[src/rtl/dma_arb_pkg.sv]
package dma_arb_pkg;
  localparam int PRIO_W = 2;

  typedef enum logic [1:0] {
    HS_IDLE  = 2'd0,
    HS_ISSUE = 2'd1,
    HS_WAIT  = 2'd2,
    HS_ACK   = 2'd3
  } hs_state_e;
endpackage

[src/rtl/dma_arb_sync.sv]
module dma_arb_sync #(
  parameter int W = 7
) (
  input  logic         clk,
  input  logic         rst_n,
  input  logic [W-1:0] d,
  output logic [W-1:0] q
);
  logic [W-1:0] meta;

  always_ff @(posedge clk or negedge rst_n) begin
    if (!rst_n) begin
      meta <= '0;
      q    <= '0;
    end else begin
      meta <= d;
      q    <= meta;
    end
  end
endmodule

[src/rtl/dma_arb_pick.sv]
module dma_arb_pick
  import dma_arb_pkg::*;
#(
  parameter int NUM_CH = 7,
  localparam int IDXW = (NUM_CH > 1) ? $clog2(NUM_CH) : 1
) (
  input  logic [NUM_CH-1:0]        eligible,
  input  logic [PRIO_W*NUM_CH-1:0] prio,
  output logic                     any,
  output logic [IDXW-1:0]          win
);
  logic [PRIO_W-1:0] best;
  logic              found;

  // Scan from the top channel down; ">=" lets a lower index take a tie.
  always_comb begin
    best  = '0;
    found = 1'b0;
    win   = '0;
    for (int i = NUM_CH - 1; i >= 0; i--) begin
      if (eligible[i] && (!found || prio[PRIO_W*i +: PRIO_W] >= best)) begin
        best  = prio[PRIO_W*i +: PRIO_W];
        win   = IDXW'(i);
        found = 1'b1;
      end
    end
    any = found;
  end

  always_comb begin
    AST_WIN_ELIGIBLE: assert (!(|eligible) || eligible[win]);
  end
endmodule

[src/rtl/dma_arb_hs.sv]
module dma_arb_hs
  import dma_arb_pkg::*;
#(
  parameter int NUM_CH = 7,
  localparam int IDXW = (NUM_CH > 1) ? $clog2(NUM_CH) : 1
) (
  input  logic              clk,
  input  logic              rst_n,
  input  logic              any,
  input  logic [IDXW-1:0]   win,
  input  logic [NUM_CH-1:0] req_s,
  input  logic              xfer_ready,
  input  logic              xfer_done,
  output logic              xfer_valid,
  output logic [IDXW-1:0]   xfer_ch,
  output logic [NUM_CH-1:0] ch_ack
);
  hs_state_e       state;
  logic [IDXW-1:0] cur;

  always_ff @(posedge clk or negedge rst_n) begin
    if (!rst_n) begin
      state <= HS_IDLE;
      cur   <= '0;
    end else begin
      case (state)
        HS_IDLE:  if (any) begin
                    cur   <= win;
                    state <= HS_ISSUE;
                  end
        HS_ISSUE: if (xfer_ready) state <= HS_WAIT;
        HS_WAIT:  if (xfer_done)  state <= HS_ACK;
        HS_ACK:   if (!req_s[cur]) state <= HS_IDLE;
        default:  state <= HS_IDLE;
      endcase
    end
  end

  assign xfer_valid = (state == HS_ISSUE);
  assign xfer_ch    = cur;
  assign ch_ack     = (state == HS_ACK) ? (NUM_CH'(1) << cur) : '0;

  AST_VALID_HOLD: assert property (@(posedge clk) disable iff (!rst_n)
    xfer_valid && !xfer_ready |=> xfer_valid && $stable(xfer_ch));
  AST_ACK_ONEHOT: assert property (@(posedge clk) disable iff (!rst_n)
    $onehot0(ch_ack));
  AST_ACK_AFTER_DONE: assert property (@(posedge clk) disable iff (!rst_n)
    (state == HS_WAIT) && xfer_done |=> ch_ack != '0);
  AST_ACK_NEEDS_DONE: assert property (@(posedge clk) disable iff (!rst_n)
    $rose(ch_ack != '0) |-> $past(xfer_done));
  AST_ACK_HOLD: assert property (@(posedge clk) disable iff (!rst_n)
    (ch_ack & req_s) != '0 |=> ch_ack == $past(ch_ack));
  AST_NO_GRANT_IN_ACK: assert property (@(posedge clk) disable iff (!rst_n)
    ch_ack != '0 |-> !xfer_valid);
endmodule

[src/rtl/dma_req_arbiter.sv]
module dma_req_arbiter
  import dma_arb_pkg::*;
#(
  parameter int NUM_CH = 7,
  localparam int IDXW = (NUM_CH > 1) ? $clog2(NUM_CH) : 1
) (
  input  logic                     clk,
  input  logic                     rst_n,
  input  logic [NUM_CH-1:0]        ch_req,
  input  logic [NUM_CH-1:0]        ch_en,
  input  logic [PRIO_W*NUM_CH-1:0] ch_prio,
  output logic [NUM_CH-1:0]        ch_ack,
  output logic                     xfer_valid,
  input  logic                     xfer_ready,
  output logic [IDXW-1:0]          xfer_ch,
  input  logic                     xfer_done
);
  logic [NUM_CH-1:0] req_s;
  logic [NUM_CH-1:0] eligible;
  logic              any;
  logic [IDXW-1:0]   win;

  dma_arb_sync #(.W(NUM_CH)) u_sync (
    .clk   (clk),
    .rst_n (rst_n),
    .d     (ch_req),
    .q     (req_s)
  );

  assign eligible = req_s & ch_en;

  dma_arb_pick #(.NUM_CH(NUM_CH)) u_pick (
    .eligible (eligible),
    .prio     (ch_prio),
    .any      (any),
    .win      (win)
  );

  dma_arb_hs #(.NUM_CH(NUM_CH)) u_hs (
    .clk        (clk),
    .rst_n      (rst_n),
    .any        (any),
    .win        (win),
    .req_s      (req_s),
    .xfer_ready (xfer_ready),
    .xfer_done  (xfer_done),
    .xfer_valid (xfer_valid),
    .xfer_ch    (xfer_ch),
    .ch_ack     (ch_ack)
  );
endmodule

[config.mk]
export PLATFORM = sky130hd
export DESIGN_NAME = dma_req_arbiter
export DESIGN_NICKNAME = d
export VERILOG_FILES = /design/src/rtl/dma_arb_pkg.sv /design/src/rtl/dma_arb_sync.sv /design/src/rtl/dma_arb_pick.sv /design/src/rtl/dma_arb_hs.sv /design/src/rtl/dma_req_arbiter.sv
export SDC_FILE = /design/constraint.sdc
export NUM_CORES = 1
export LEC_CHECK = 0
export ABC_CLOCK_PERIOD_IN_PS = 6600
export BUFFER_PORTS_ARGS = -buffer_cell sky130_fd_sc_hd__buf_4
export CORE_MARGIN = 1.5
export CORE_UTILIZATION = 40
export CTS_BUF_LIST = sky130_fd_sc_hd__clkbuf_2
export DETAILED_ROUTE_END_ITERATION = 10
export PLACE_DENSITY = 0.72
export SLEW_MARGIN = 15
export SYNTH_ARGS = -nofsm -noshare
export SYNTH_HDL_FRONTEND = slang
export SYNTH_SLANG_ARGS = --single-unit
[constraint.sdc]
create_clock -name clk -period 6.6 [get_ports clk]
set_input_delay 0.66 -clock clk [delete_from_list [all_inputs] [get_ports clk]]
set_output_delay 0.66 -clock clk [all_outputs]
set_load 0.1 [all_outputs]
After elaboration in Yosys (flattened, before gate mapping) --
Index checks and enable logic that the tools add are counted.
Word-level totals: register bits 19, word-level logic and storage cells 69
Cells by class: order comparisons 7, equal/unequal tests 7, shift-type cells 1, mux-type cells 28, bitwise operators 1, reductions and logical operators 21
Operators by type and width (number):
- two-way mux 3 bit | 7
- two-way mux 2 bit | 10
- greater-or-equal comparator 2 bit | 6
- two-way mux 1 bit | 8
- one-hot mux 2 bit (4 select lines) | 1
- AND 7 bit | 1
- two-way mux 7 bit | 1
- << shifter 1 x 3 -> 7 bit (first input constant) | 1
- logical AND 1 bit | 6
- zero test 1 bit | 6
- logical OR 1 bit | 6
- inequality test 2 bit (second input constant) | 3
- == test 2 bit (second input constant) | 2
- < comparator 3 x 4 -> 1 bit (second input constant) | 1
- AND reduction 4 bit | 1
- binary-select mux 1 bit (select 3 bit) | 1
- == test 2 x 1 -> 1 bit (second input constant) | 1
- zero test 2 bit | 1
- inequality test 2 x 1 -> 1 bit (second input constant) | 1
- AND reduction 2 bit | 1

Logic depth before layout (Yosys ltp) --
Gate-level depths: netlist of run 1.
depth after elaboration 28, gate-level depth with buffers 37, gate-level depth less buffers 36

Cells and area by module --
From an unflattened synthesis of run 1, not the netlist that was laid out.
Unflattened totals: cells, all modules 150, area, all modules 1401.3 um^2
By module, submodules not included:
- dma_arb_pick | times used 1, cells each 82, area an instance 570.5 um^2, sequential area each 0.0 um^2
- dma_arb_hs | times used 1, cells each 47, area an instance 436.7 um^2, sequential area each 125.1 um^2
- dma_arb_sync | times used 1, cells each 14, area an instance 350.3 um^2, sequential area each 350.3 um^2
- dma_req_arbiter | times used 1, cells each 7, area an instance 43.8 um^2, sequential area each 0.0 um^2

Least setup slack after synthesis of run 1 --
OpenSTA, ideal clock, no wires.
kind input port to flip-flop, start input ch_prio[12], end register u_hs.cur[2] (netlist: u_hs.xfer_ch[2]), setup time 0.110 ns, data arrival time 7.287 ns, path slack -0.797 ns, cell stages on the path 37, cells stage by stage and3_1 ha_1 nand2b_1 a211oi_1 nor2_1 mux2_2 ha_1 nand2b_1 a22oi_1 nor2_1 or3_1 o21a_1 ha_1 nand2b_1 a211oi_1 or2_0 buf_2 o211ai_1 o21ai_1 ha_1 nand2b_1 a221oi_1 nor2_2 a21oi_1 a21boi_1 ha_1 nand2b_1 a21oi_1 a21o_1 mux2i_1 a31oi_1 ha_1 nand2b_1 a21oi_1 o211ai_1 nand2b_1 o41ai_1
On the way: cells in the longest elaborated chain, start to end 26
RTL lines:
- start: declaration | RTL line dma_req_arbiter.sv:11 | input logic [PRIO_W*NUM_CH-1:0] ch_prio,
- two-way mux 2 bit (*) | RTL line dma_arb_pick.sv:21 | if (eligible[i] && (!found || prio[PRIO_W*i +: PRIO_W] >= best)) begin
- greater-or-equal comparator 2 bit | RTL line dma_arb_pick.sv:21
- logical OR 1 bit | RTL line dma_arb_pick.sv:21
- logical AND 1 bit | RTL line dma_arb_pick.sv:21
- two-way mux 2 bit or two-way mux 1 bit (tied branches) | RTL line dma_arb_pick.sv:21
- greater-or-equal comparator 2 bit or zero test 1 bit (tied branches) | RTL line dma_arb_pick.sv:21
- logical OR 1 bit | RTL line dma_arb_pick.sv:21
- logical AND 1 bit | RTL line dma_arb_pick.sv:21
- [... 10 more ...]
- logical OR 1 bit | RTL line dma_arb_pick.sv:21
- logical AND 1 bit | RTL line dma_arb_pick.sv:21
- two-way mux 2 bit or two-way mux 1 bit (tied branches) | RTL line dma_arb_pick.sv:21
- greater-or-equal comparator 2 bit or zero test 1 bit (tied branches) | RTL line dma_arb_pick.sv:21
- logical OR 1 bit | RTL line dma_arb_pick.sv:21
- logical AND 1 bit | RTL line dma_arb_pick.sv:21
- two-way mux 1 bit | RTL line dma_arb_pick.sv:21
- AND reduction 2 bit (no line)
- end signal: assignment | RTL line dma_arb_hs.sv:28 | cur <= win;
- end: declaration | RTL line dma_arb_hs.sv:19 | logic [IDXW-1:0] cur;
Mark *: on every way between the ends. The rest lies on a longest branch, timed or not. A chain may end at the register's enable or synchronous reset.

Final worst setup path of run 1 --
start input ch_en[6], end register u_hs.cur[2] (netlist: u_hs.xfer_ch[2])
On the way: cells in the longest elaborated chain, start to end 27
RTL lines:
- start: declaration | RTL line dma_req_arbiter.sv:10 | input logic [NUM_CH-1:0] ch_en,
- AND 7 bit (*) | RTL line dma_req_arbiter.sv:30 | assign eligible = req_s & ch_en;
- two-way mux 2 bit or two-way mux 1 bit (tied branches) | RTL line dma_arb_pick.sv:21
- greater-or-equal comparator 2 bit or zero test 1 bit (tied branches) | RTL line dma_arb_pick.sv:21
- logical OR 1 bit | RTL line dma_arb_pick.sv:21
- logical AND 1 bit | RTL line dma_arb_pick.sv:21
- two-way mux 2 bit or two-way mux 1 bit (tied branches) | RTL line dma_arb_pick.sv:21
- greater-or-equal comparator 2 bit or zero test 1 bit (tied branches) | RTL line dma_arb_pick.sv:21
- logical OR 1 bit | RTL line dma_arb_pick.sv:21
- [... 11 more ...]
- logical OR 1 bit | RTL line dma_arb_pick.sv:21
- logical AND 1 bit | RTL line dma_arb_pick.sv:21
- two-way mux 2 bit or two-way mux 1 bit (tied branches) | RTL line dma_arb_pick.sv:21
- greater-or-equal comparator 2 bit or zero test 1 bit (tied branches) | RTL line dma_arb_pick.sv:21
- logical OR 1 bit | RTL line dma_arb_pick.sv:21
- logical AND 1 bit | RTL line dma_arb_pick.sv:21
- two-way mux 1 bit | RTL line dma_arb_pick.sv:21
- AND reduction 2 bit (no line)
Marks and branches as above.

==> flow_metrics.env, run 1 <==
export IMPL_wl_um=3780
export IMPL_n_antenna_cell=0
export IMPL_cp_end_kind="flop"
export IMPL_drt_initial_drc_count=71
export IMPL_max_stage_delay_ns=0.38
export IMPL_min_period_over_period_pct=107
export IMPL_r2r_end="u_hs.xfer_ch[2]"
export IMPL_reg2regPathDepth=36
export IMPL_layout_area_overhead_vs_synth_pct=74.4
export IMPL_fp_dieArea_mm2=0.00357
export IMPL_arrival_ns=7.27
export IMPL_cts_sinks=19
export IMPL_grt_pass1_wl_um=6030
export IMPL_synth_area_mm2=0.00129
export IMPL_final_cell_mix="buf_4 (79), dfrtp_1 (19), nand2_1 (15), inv_1 (11), ha_1 (10)"
export IMPL_htree_num_levels=1
export IMPL_critPathMostFrequentCell="nand2b_4"
export IMPL_start_util_pct=42.2
export IMPL_crit_fanout=4
export IMPL_first_pass_iters=4
export IMPL_fp_row_count=20
export IMPL_layout_commonest_cell="buf_4"
export IMPL_skew_ns=0.00308
export IMPL_post_drt_wl_per_cell_um=14.2
export IMPL_p_sw_uw=284
export IMPL_p_seq_share_pct=27.3
export IMPL_die_h_um=59.7
export IMPL_finalHoldViolations=0
export IMPL_timing_rr_start="u_sync.q[6]"
export IMPL_gp_congestion=0.915
export IMPL_cts_tree="done"
export IMPL_cts_made_buffers=3
export IMPL_cap_violations=0
export IMPL_irDropWorstVdd_v=0.000205
export IMPL_grt_ovfl_total=0
export IMPL_synth_ff_type="dfrtp_1"
export IMPL_yosysUniqueCellTypes=43
export IMPL_p_per_area_mw_per_mm2=258
export IMPL_path_clk_slew_ns=0.15
export IMPL_drc=0
export IMPL_relSlewSlack_pct=70.6
export IMPL_io_pins=43
export IMPL_crit_type="in2reg"
export IMPL_violations="negative setup slack"
export IMPL_min_period_ns=7.08
export IMPL_syn_area_per_cell_um2=9.33
export IMPL_antenna_found_initial=0
export IMPL_pre_cts_ws_ns=-0.730
export IMPL_critPathRequiredTime_ns=6.79
export IMPL_synth_nets=185
export IMPL_fin_nets=271
export IMPL_core_mm2=0.00305
export IMPL_p_sw_share_pct=49.0
export IMPL_rsz0062_at_grt="yes"
export IMPL_synth_edf_count=0
export IMPL_hpwl_um=2720
export IMPL_clk_path_buf_depth=2
export IMPL_viasPerCell=5.16
export IMPL_grt_pass1_vias=1423
export IMPL_critPathLaunch="ch_en[6]"
export IMPL_worst_path_buf_inv=2
export IMPL_fin_cells=267
export IMPL_die_w_um=59.7
export IMPL_fillers=236
export IMPL_cp_depth=37
export IMPL_combPwrFrac_pct=64.8
export IMPL_grt_max_degree=20
export IMPL_critPathSlowestCell="or3_4"
export IMPL_total_power_uw=581
export IMPL_hold_path_class="in2async"
export IMPL_synthArstFlopShare_pct=100
export IMPL_drive_gt1_share_pct=56.5
export IMPL_startpoint_type="input port"
export IMPL_worst_pin_slew_ns=0.439
export IMPL_outcome="finished, violations left"
export IMPL_worst_slack_ns=-0.480
export IMPL_critPathTopFamily="simple AND/OR/NAND/NOR gates"
export IMPL_leakagePower_nw=1.09
export IMPL_ant_nets=0
export IMPL_setup_viol_count_final=3
export IMPL_synth_seq_cells=19
export IMPL_p_int_uw=296
export IMPL_worstSkewPairLatency_ns=0.28
export IMPL_ys_seq_area_share_pct=36.9
export IMPL_dp_cells=250
export IMPL_pwr_share_clk_pct=8.0
export IMPL_yosys_warnings=0
export IMPL_endpoint="u_hs.xfer_ch[2]"
export IMPL_cts_hold_buf=0
export IMPL_drv_slew=0
export IMPL_root_buffer="clkbuf_2"
export IMPL_via_count=1378
export IMPL_grt_usage_pct=22.2
export IMPL_timing_fmax_mhz=141
export IMPL_netlist_instances=138
export IMPL_numPortBuffers=42
export IMPL_r2r_slack_ns=-0.44
## flip-flops by register name, indices dropped and copies added, names as in the netlist
| signal | flops |
|---|---|
| u_hs.xfer_ch | 3 |
| u_sync.q | 7 |
| u_hs.state | 2 |
| u_sync.meta | 7 |
## repair_timing
action	CTS	global route
resized for setup	17	9
setup buffers	10	3
hold endpoints to repair	0	0
pin swaps	4	16
endpoints found under the setup margin	3	3
## cell families after synthesis
| group | synth area share (%) |
|---|---|
| AO/OA/AOI/OAI | 19.8 |
| adder cells (fa/ha/maj) | 14.6 |
| buffers and inverters | 4.18 |
| flip-flops | 36.9 |
| multiplexers | 4.28 |
| AND/OR/NAND/NOR | 20.2 |
## worst min-delay path by stage
| stage | slack (ns) | start | to | cells after the start |
|---|---|---|---|---|
| CTS | 0.19 | rst_n | u_hs.state[0] | 1 |
| detailed placement | 0.33 | u_sync.meta[1] | u_sync.q[1] | 0 |
| global placement | 0.33 | u_sync.meta[2] | u_sync.q[2] | 0 |
| global route | 0.19 | rst_n | u_sync.meta[5] | 1 |
| floorplan | 0.33 | u_sync.meta[0] | u_sync.q[0] | 0 |
| finish | 0.21 | rst_n | u_hs.state[1] | 1 |
## cell usage after synthesis, drive strengths merged, types with 2 or more instances
| library cell | instances | area [µm²] |
|---|---|---|
| o22ai | 2 | 12.5 |
| a222oi | 2 | 20.0 |
| nand3 | 3 | 15.0 |
| nor3 | 3 | 15.0 |
| a21o | 2 | 15.0 |
| nand2b | 10 | 62.6 |
| mux2 | 2 | 22.5 |
| inv | 12 | 45.0 |
| and3 | 4 | 25.0 |
| o21ai | 2 | 10.0 |
| nand2 | 15 | 56.3 |
| o211ai | 2 | 15.0 |
| nor4 | 2 | 12.5 |
| dfrtp | 19 | 475 |
| a22oi | 2 | 15.0 |
| a21oi | 8 | 40.0 |
| ha | 15 | 188 |
| nor2 | 8 | 35.0 |
| a211oi | 3 | 22.5 |
## layout make-up
cell class,instances,area [µm²],area share (%)
well taps,44,55.1,2.45
multi-input cells,105,1010,45.1
flip-flops and latches,19,475,21.2
clock buffers,4,20.0,0.891
inverters,12,45.0,2.01
repair buffers,83,638,28.4
## stage by stage
stage / area (µm²) / setup TNS, ns / util, % / hold WS (ns)
finish: 2250 / -1.17 / 73.6 / 0.210
global route: 2250 / -1.92 / 73.6 / 0.192
CTS: 2160 / -0.739 / 70.9 / 0.193
detailed placement: 1970 / -1.88 / 64.5 / 0.335
global placement: 1970 / -1.52 / 64.5 / 0.332
floorplan: 1400 / -1.00 / - / 0.331
## power by group through the flow
stage | clock network, mW | logic (mW) | registers [mW]
finish | 0.0462 | 0.376 | 0.158
global route | 0.0529 | 0.401 | 0.162
CTS | 0.0492 | 0.357 | 0.158
detailed placement | 0 | 0.333 | 0.160
global placement | 0 | 0.325 | 0.159
floorplan | 0 | 0.200 | 0.200
## routing by layer
layer	GRT usage [%]	share of wire (%)	vias to the layer above
met5	0	0	-
met4	6.98	0.95	0
met3	0.649	3.0	4
met2	42.9	56	33
met1	26.1	40	660
li1	-	-	681
Note: power is estimated with default switching activity, not from simulation.
==> run 2: changes to the inputs <==
PLACE_DENSITY = 0.71   (was 0.72)
SYNTH_HIERARCHICAL = 1   (was default)
==> run 2 against run 1 <==
  * The flow still finishes with violations (negative setup slack)
  * Core utilization decreased by 6.8 points
  * Largest cell class unchanged
  * Sequential share of layout area up 0.17 points
  * Flip-flop and latch count unchanged
  * Synthesized area grew 8.8%
  * Design area shrank 0.78%
  * Wire length up 5.6%
  * Combinational power increased by 7.4%
  * Global-route usage down 0.95 points
  * First-iteration DRC count down 44%
==> flow_metrics.env, run 2 <==
export IMPL_grt_max_degree=20
export IMPL_syn_area_per_cell_um2=9.34
export IMPL_yosysUniqueCellTypes=40
export IMPL_ant_nets=0
export IMPL_fillers=269
export IMPL_synth_xor_area_share_pct=0
export IMPL_fp_row_count=21
export IMPL_grt_usage_pct=21.2
export IMPL_layout_commonest_cell="buf_4"
export IMPL_startpoint_type="input port"
export IMPL_clk_path_buf_depth=2
export IMPL_worst_slack_ns=-0.169
export IMPL_synth_area_mm2=0.00140
export IMPL_final_cell_mix="buf_4 (82), dfrtp_1 (19), inv_1 (14), ha_1 (13), nor2_1 (12)"
export IMPL_layout_area_overhead_vs_synth_pct=59.0
export IMPL_worstSkewPairLatency_ns=0.29
export IMPL_grt_pass1_vias=1549
export IMPL_worst_pin_slew_ns=0.425
export IMPL_rsz0062_at_grt="yes"
export IMPL_drc=0
export IMPL_start_util_pct=42.0
export IMPL_pwr_share_clk_pct=7.7
export IMPL_io_pins=43
export IMPL_leakagePower_nw=1.14
export IMPL_synth_compound_area_share_pct=18.9
export IMPL_grt_pass1_wl_um=6620
export IMPL_antenna_found_initial=0
export IMPL_pre_cts_ws_ns=-0.553
export IMPL_ys_top_cells_by_count="dfrtp_1 (19), ha_1 (15), inv_1 (14), nor2_1 (14), nand2_1 (12)"
export IMPL_drv_slew=0
export IMPL_cap_violations=0
export IMPL_die_h_um=62.2
export IMPL_fp_dieArea_mm2=0.00387
export IMPL_fin_nets=284
export IMPL_timing_fmax_mhz=148
export IMPL_p_seq_share_pct=26.8
export IMPL_synth_mux_area_share_pct=7.77
export IMPL_irDropWorstVdd_v=0.000186
export IMPL_ys_seq_area_share_pct=33.9
export IMPL_numPortBuffers=42
export IMPL_htree_num_levels=1
export IMPL_post_synth_top_area_cell="dfrtp_1"
export IMPL_violations="negative setup slack"
export IMPL_p_int_uw=310
export IMPL_p_per_area_mw_per_mm2=277
export IMPL_hpwl_um=2990
export IMPL_critPathRequiredTime_ns=6.80
export IMPL_cts_hold_buf=0
export IMPL_n_antenna_cell=0
export IMPL_critPathMostFrequentCell="buf_4"
export IMPL_hold_path_class="in2async"
export IMPL_p_sw_share_pct=49.8
export IMPL_cts_tree="done"
export IMPL_synth_area_top_cells="dfrtp_1 (34%), ha_1 (13%), nand2b_1 (4.9%)"
export IMPL_setup_viol_count_final=3
export IMPL_gp_congestion=0.886
export IMPL_multi_input_area_um2=985
export IMPL_viasPerCell=5.06
export IMPL_min_period_ns=6.77
export IMPL_wl_um=3990
export IMPL_crit_type="in2reg"
export IMPL_seqCellArea_um2=475
export IMPL_post_drt_wl_per_cell_um=14.2
export IMPL_critPathSlowestCell="mux2_4"
export IMPL_min_period_over_period_pct=103
export IMPL_max_stage_delay_ns=0.35
export IMPL_path_clk_slew_ns=0.16
export IMPL_core_mm2=0.00334
export IMPL_synth_nets=197
export IMPL_skew_ns=0.00889
export IMPL_outcome="finished, violations left"
export IMPL_root_buffer="clkbuf_2"
export IMPL_synthArstFlopShare_pct=100
export IMPL_synth_edf_count=0
export IMPL_via_count=1426
export IMPL_cp_end_kind="flop"
export IMPL_synth_top_cell_area_share_pct=33.9
export IMPL_synth_fa_ha_area_share_pct=13.4
export IMPL_first_pass_iters=4
export IMPL_yosysMostFrequentCell="dfrtp_1"
export IMPL_crit_fanout=4
export IMPL_finalHoldViolations=0
export IMPL_cts_sinks=19
export IMPL_arrival_ns=6.97
export IMPL_synth_top_family_by_area="simple AND/OR/NAND/NOR gates"
export IMPL_synth_ff_type="dfrtp_1"
export IMPL_cts_made_buffers=3
export IMPL_die_w_um=62.2
export IMPL_netlist_instances=150
export IMPL_relSlewSlack_pct=71.7
export IMPL_final_util_pct=66.8
export IMPL_yosys_warnings=6
export IMPL_synth_seq_cells=19
export IMPL_grt_ovfl_total=0
export IMPL_synthSimpleGateAreaFrac_pct=21.2
export IMPL_drt_initial_drc_count=40
export IMPL_p_sw_uw=308
export IMPL_combPwrFrac_pct=65.5
export IMPL_drive_gt1_share_pct=53.4
==> run 2: changes by cell type in the layout (fill, tap and decap cells not counted), sizes merged, moves of 2 or more <==
| cell | delta |
|---|---|
| and2 | +8 |
| o211ai | -2 |
| inv | +2 |
| nand2 | -3 |
| a211oi | -2 |
| nand3 | -2 |
| nor2 | +6 |
| mux2i | +2 |
| nor3 | +2 |
| and3 | -4 |
| a21oi | -4 |
| a31oi | +2 |
| mux2 | +4 |
| o21ai | +7 |
==> run 2: worst max-delay path, delay by kind of cell <==
| family | cells | cell delay [ns] |
|---|---|---|
| compound gates | 14 | 2.15 |
| fa+ha+maj | 5 | 1.22 |
| buf+inv | 10 | 1.13 |
| mux | 2 | 0.62 |
| simple gates | 11 | 1.15 |
==> run 2: power by group through the flow <==
stage | logic, mW | clock network [mW] | registers [mW]
after floorplan | 0.245 | 0 | 0.207
after global placement | 0.360 | 0 | 0.165
after detailed placement | 0.375 | 0 | 0.168
after CTS | 0.399 | 0.0502 | 0.165
after global routing | 0.428 | 0.0546 | 0.169
final | 0.404 | 0.0475 | 0.165
==> run 2: kinds of logic after synthesis <==
| group | after synthesis |
|---|---|
| compound gates | 33 |
| fa+ha+maj | 15 |
| buf+inv | 16 |
| flops | 19 |
| mux | 9 |
| simple gates | 58 |
==> run 2: path summary, 6_finish.rpt <==
kind                                      from               to  slack (ns)  cells past startpoint
worst max-delay path                  ch_en[6]  u_hs/xfer_ch[0]       -0.17                     42
worst min-delay path                     rst_n      u_sync/q[5]        0.20                      1
worst max register to register     u_sync/q[6]  u_hs/xfer_ch[0]       -0.15                     41
worst min register to register  u_sync/meta[0]      u_sync/q[0]        0.37                      0
max in group asynchronous                rst_n  u_hs/xfer_ch[1]        6.20                      1
min in group clk                u_sync/meta[0]      u_sync/q[0]        0.37                      0
==> run 2: cell type report <==
cell class | count | area share (%)
Sequential cell | 19 | 21.3
Inverter | 14 | 2.36
Timing Repair Buffer | 84 | 28.6
Tap cell | 46 | 2.58
Multi-Input combinational cell | 115 | 44.2
Clock buffer | 4 | 0.898
==> run 2: what timing repair did <==
item / 4_1_cts / 5_1_grt
gates resized for setup: 9 / 3
pin swaps: 15 / 14
setup buffers: 19 / 2
setup endpoints to repair: 3 / 3
==> run 2: through the flow <==
step | power (mW) | cells | hold WS [ns] | TNS, ns | area, µm²
2_1_floorplan | 0.452 | 150 | 0.331 | -0.137 | 1480
3_3_place_gp | 0.525 | 257 | 0.332 | -1.03 | 1990
3_5_place_dp | 0.542 | 257 | 0.336 | -1.58 | 1990
4_1_cts | 0.615 | 280 | 0.197 | -0.174 | 2200
5_1_grt | 0.651 | 282 | 0.187 | -1.43 | 2230
6_report | 0.618 | 282 | 0.202 | -0.438 | 2230
==> run 2: routing by layer <==
metal | vias to the layer above | share of wire, % | wire length [µm] | GRT usage, %
li1 | 697 | - | - | -
met1 | 675 | 39 | 1550 | 23.7
met2 | 46 | 55 | 2190 | 41.0
met3 | 8 | 4.1 | 165 | 2.54
met4 | 0 | 2.2 | 87 | 7.78
met5 | - | 0 | 0 | 0
==> run 3: changes to the inputs <==
ABC_AREA = 1   (was default)
TNS_END_PERCENT = 30   (was default)
==> run 3 against run 2 <==
  * The run now ends clean
  * Combinational power fell by 5.0%
  * Die area up 5.3%
  * Critical path depth rose by 7
  * Clock-buffer cell count did not move
  * Design area decreased by 2.6%
  * Sequential share of layout area is 0.57 points higher
  * Synthesized cell count increased by 31%
  * Synthesized area is 5.5% higher
  * Power shrank 4.7%
  * Clock skew decreased by 0.0066 ns
  * Worst setup slack gained 0.57 ns
==> flow_metrics.env, run 3 <==
export IMPL_relSlewSlack_pct=81.5
export IMPL_finalHoldViolations=0
export IMPL_crit_fanout=4
export IMPL_startpoint_type="input port"
export IMPL_worstSkewPairLatency_ns=0.27
export IMPL_timing_fmax_mhz=161
export IMPL_max_stage_delay_ns=0.29
export IMPL_clk_path_buf_depth=2
export IMPL_critPathSlowestCell="ha_1"
export IMPL_post_synth_top_area_cell="dfrtp_1"
export IMPL_die_w_um=63.8
export IMPL_arrival_ns=6.42
export IMPL_netlist_instances=197
export IMPL_grt_max_degree=20
export IMPL_reg2regPathDepth=48
export IMPL_yosysUniqueCellTypes=27
export IMPL_root_buffer="clkbuf_2"
export IMPL_die_h_um=63.8
export IMPL_synth_ff_type="dfrtp_1"
export IMPL_drv_slew=0
export IMPL_fp_dieArea_mm2=0.00407
export IMPL_n_antenna_cell=0
export IMPL_endpoint="u_hs/xfer_ch[2]"
export IMPL_wl_um=3110
export IMPL_drc=0
export IMPL_critPathRequiredTime_ns=6.83
export IMPL_skew_ns=0.00227
export IMPL_final_cell_area_mm2=0.00217
export IMPL_min_period_over_period_pct=93.9
export IMPL_core_mm2=0.00344
export IMPL_gp_congestion=0.787
export IMPL_hpwl_um=2560
export IMPL_cp_end_kind="flop"
export IMPL_cts_hold_buf=0
export IMPL_ys_top_cells_by_count="nand2_1 (43), inv_1 (38), dfrtp_1 (19)"
export IMPL_worst_pin_slew_ns=0.280
export IMPL_yosys_warnings=6
export IMPL_synth_top_cell_area_share_pct=32.1
export IMPL_first_pass_iters=4
export IMPL_fin_nets=318
export IMPL_syn_area_per_cell_um2=7.51
export IMPL_io_pins=43
export IMPL_grt_ovfl_total=0
export IMPL_numPortBuffers=42
export IMPL_timing_rr_start="u_sync/q[6]"
export IMPL_cts_tree="done"
export IMPL_ys_seq_area_share_pct=32.1
export IMPL_min_period_ns=6.20
export IMPL_grt_usage_pct=15.1
export IMPL_synthArstFlopShare_pct=100
export IMPL_ant_nets=0
export IMPL_outcome="complete, no violations"
export IMPL_irDropWorstVdd_v=0.000298
export IMPL_leakagePower_nw=1.23
export IMPL_fillers=341
export IMPL_r2r_slack_ns=0.46
export IMPL_cap_violations=0
export IMPL_path_clk_slew_ns=0.15
export IMPL_yosysMostFrequentCell="nand2_1"
export IMPL_viasPerCell=4.43
export IMPL_via_count=1401
export IMPL_hold_path_class="in2async"
export IMPL_layout_area_overhead_vs_synth_pct=46.8
export IMPL_critPathLaunch="ch_en[6]"
export IMPL_start_util_pct=43.0
export IMPL_dpl_instance_area_mm2=0.00202
export IMPL_drt_initial_drc_count=49
export IMPL_final_cell_mix="buf_4 (69), nand2_1 (42), inv_1 (38), dfrtp_1 (19), nor2_1 (15)"
export IMPL_antenna_found_initial=0
export IMPL_layout_commonest_cell="buf_4"
export IMPL_synth_area_mm2=0.00148
export IMPL_synth_edf_count=0
export IMPL_p_per_area_mw_per_mm2=271
export IMPL_seqCellArea_um2=475
export IMPL_r2r_end="u_hs/xfer_ch[2]"
export IMPL_grt_pass1_wl_um=5000
export IMPL_multi_input_area_um2=931
export IMPL_critPathMostFrequentCell="nand2_1"
export IMPL_synth_nets=244
export IMPL_fp_row_count=21
export IMPL_htree_num_levels=1
export IMPL_synth_area_top_cells="dfrtp_1 (32%), ha_1 (13%), nand2_1 (11%)"
export IMPL_crit_type="in2reg"
export IMPL_drive_gt1_share_pct=44.1
export IMPL_setup_viol_count_final=0
export IMPL_final_util_pct=63.1
export IMPL_cts_sinks=19
export IMPL_grt_pass1_vias=1280
export IMPL_cts_made_buffers=3
export IMPL_post_drt_wl_per_cell_um=9.85
export IMPL_synth_seq_cells=19
==> run 3: worst max-delay path: cells and delay by family <==
kind | cells | cell delay, ns
AND/OR/NAND/NOR | 25 | 2.49
adder cells (fa/ha/maj) | 6 | 1.53
AO/OA/AOI/OAI | 8 | 0.86
buffers and inverters | 9 | 0.70
multiplexers | 1 | 0.19
==> run 3: per-layer routing <==
metal | global-route usage, % | routed length [µm]
met1 | 21.0 | 1460
met2 | 25.3 | 1550
met3 | 0.704 | 87
met4 | 4.89 | 14
met5 | 0 | 0
==> run 3: timing repair <==
action,4_1_cts,5_1_grt
setup endpoints to repair,0,3
endpoints found under the hold margin,0,0
gates resized for setup,0,21
buffers inserted,0,4
==> run 3: cell families (layout without fill, tap and decap cells) <==
logic type	count (synthesis)	in the layout	share of synthesized area, %
fa+ha+maj	15	15	12.7
simple gates	102	102	36.2
mux	1	1	0.761
compound gates	15	15	6.77
flops	19	19	32.1
buf+inv	45	118	11.4
==> run 3: cell type report <==
type | instances | area share (%)
tap | 46 | 2.65
inverter | 45 | 7.78
clock buffer | 4 | 0.922
sequential | 19 | 21.9
multi-input combinational | 133 | 42.9
timing repair buffer | 69 | 23.9
==> run 3: worst min-delay path by stage <==
stage / from / slack (ns) / end / cells past startpoint
floorplan: u_sync/meta[0] / 0.33 / u_sync/q[0] / 0
global placement: u_sync/meta[2] / 0.33 / u_sync/q[2] / 0
detailed placement: u_sync/meta[5] / 0.34 / u_sync/q[5] / 0
CTS: rst_n / 0.20 / u_sync/meta[1] / 1
global route: rst_n / 0.20 / u_sync/meta[1] / 1
finish: rst_n / 0.22 / u_hs/xfer_ch[2] / 1
==> run 3: through the flow <==
stage	setup TNS, ns	worst slack, ns	instances	total power, mW	hold slack [ns]
2_1_floorplan	0	0.254	197	0.432	0.331
3_3_place_gp	-0.195	-0.105	308	0.520	0.331
3_5_place_dp	-0.427	-0.185	308	0.524	0.336
4_1_cts	0	0.103	312	0.571	0.204
5_1_grt	-0.0259	-0.0154	316	0.635	0.197
6_report	0	0.404	316	0.589	0.223
==> run 3: power by group <==
group	switching [mW]	total, mW	internal [mW]
logic	0.261	0.384	0.123
registers	0.0235	0.160	0.137
clock network	0.0287	0.0448	0.0161
total	0.313	0.589	0.276
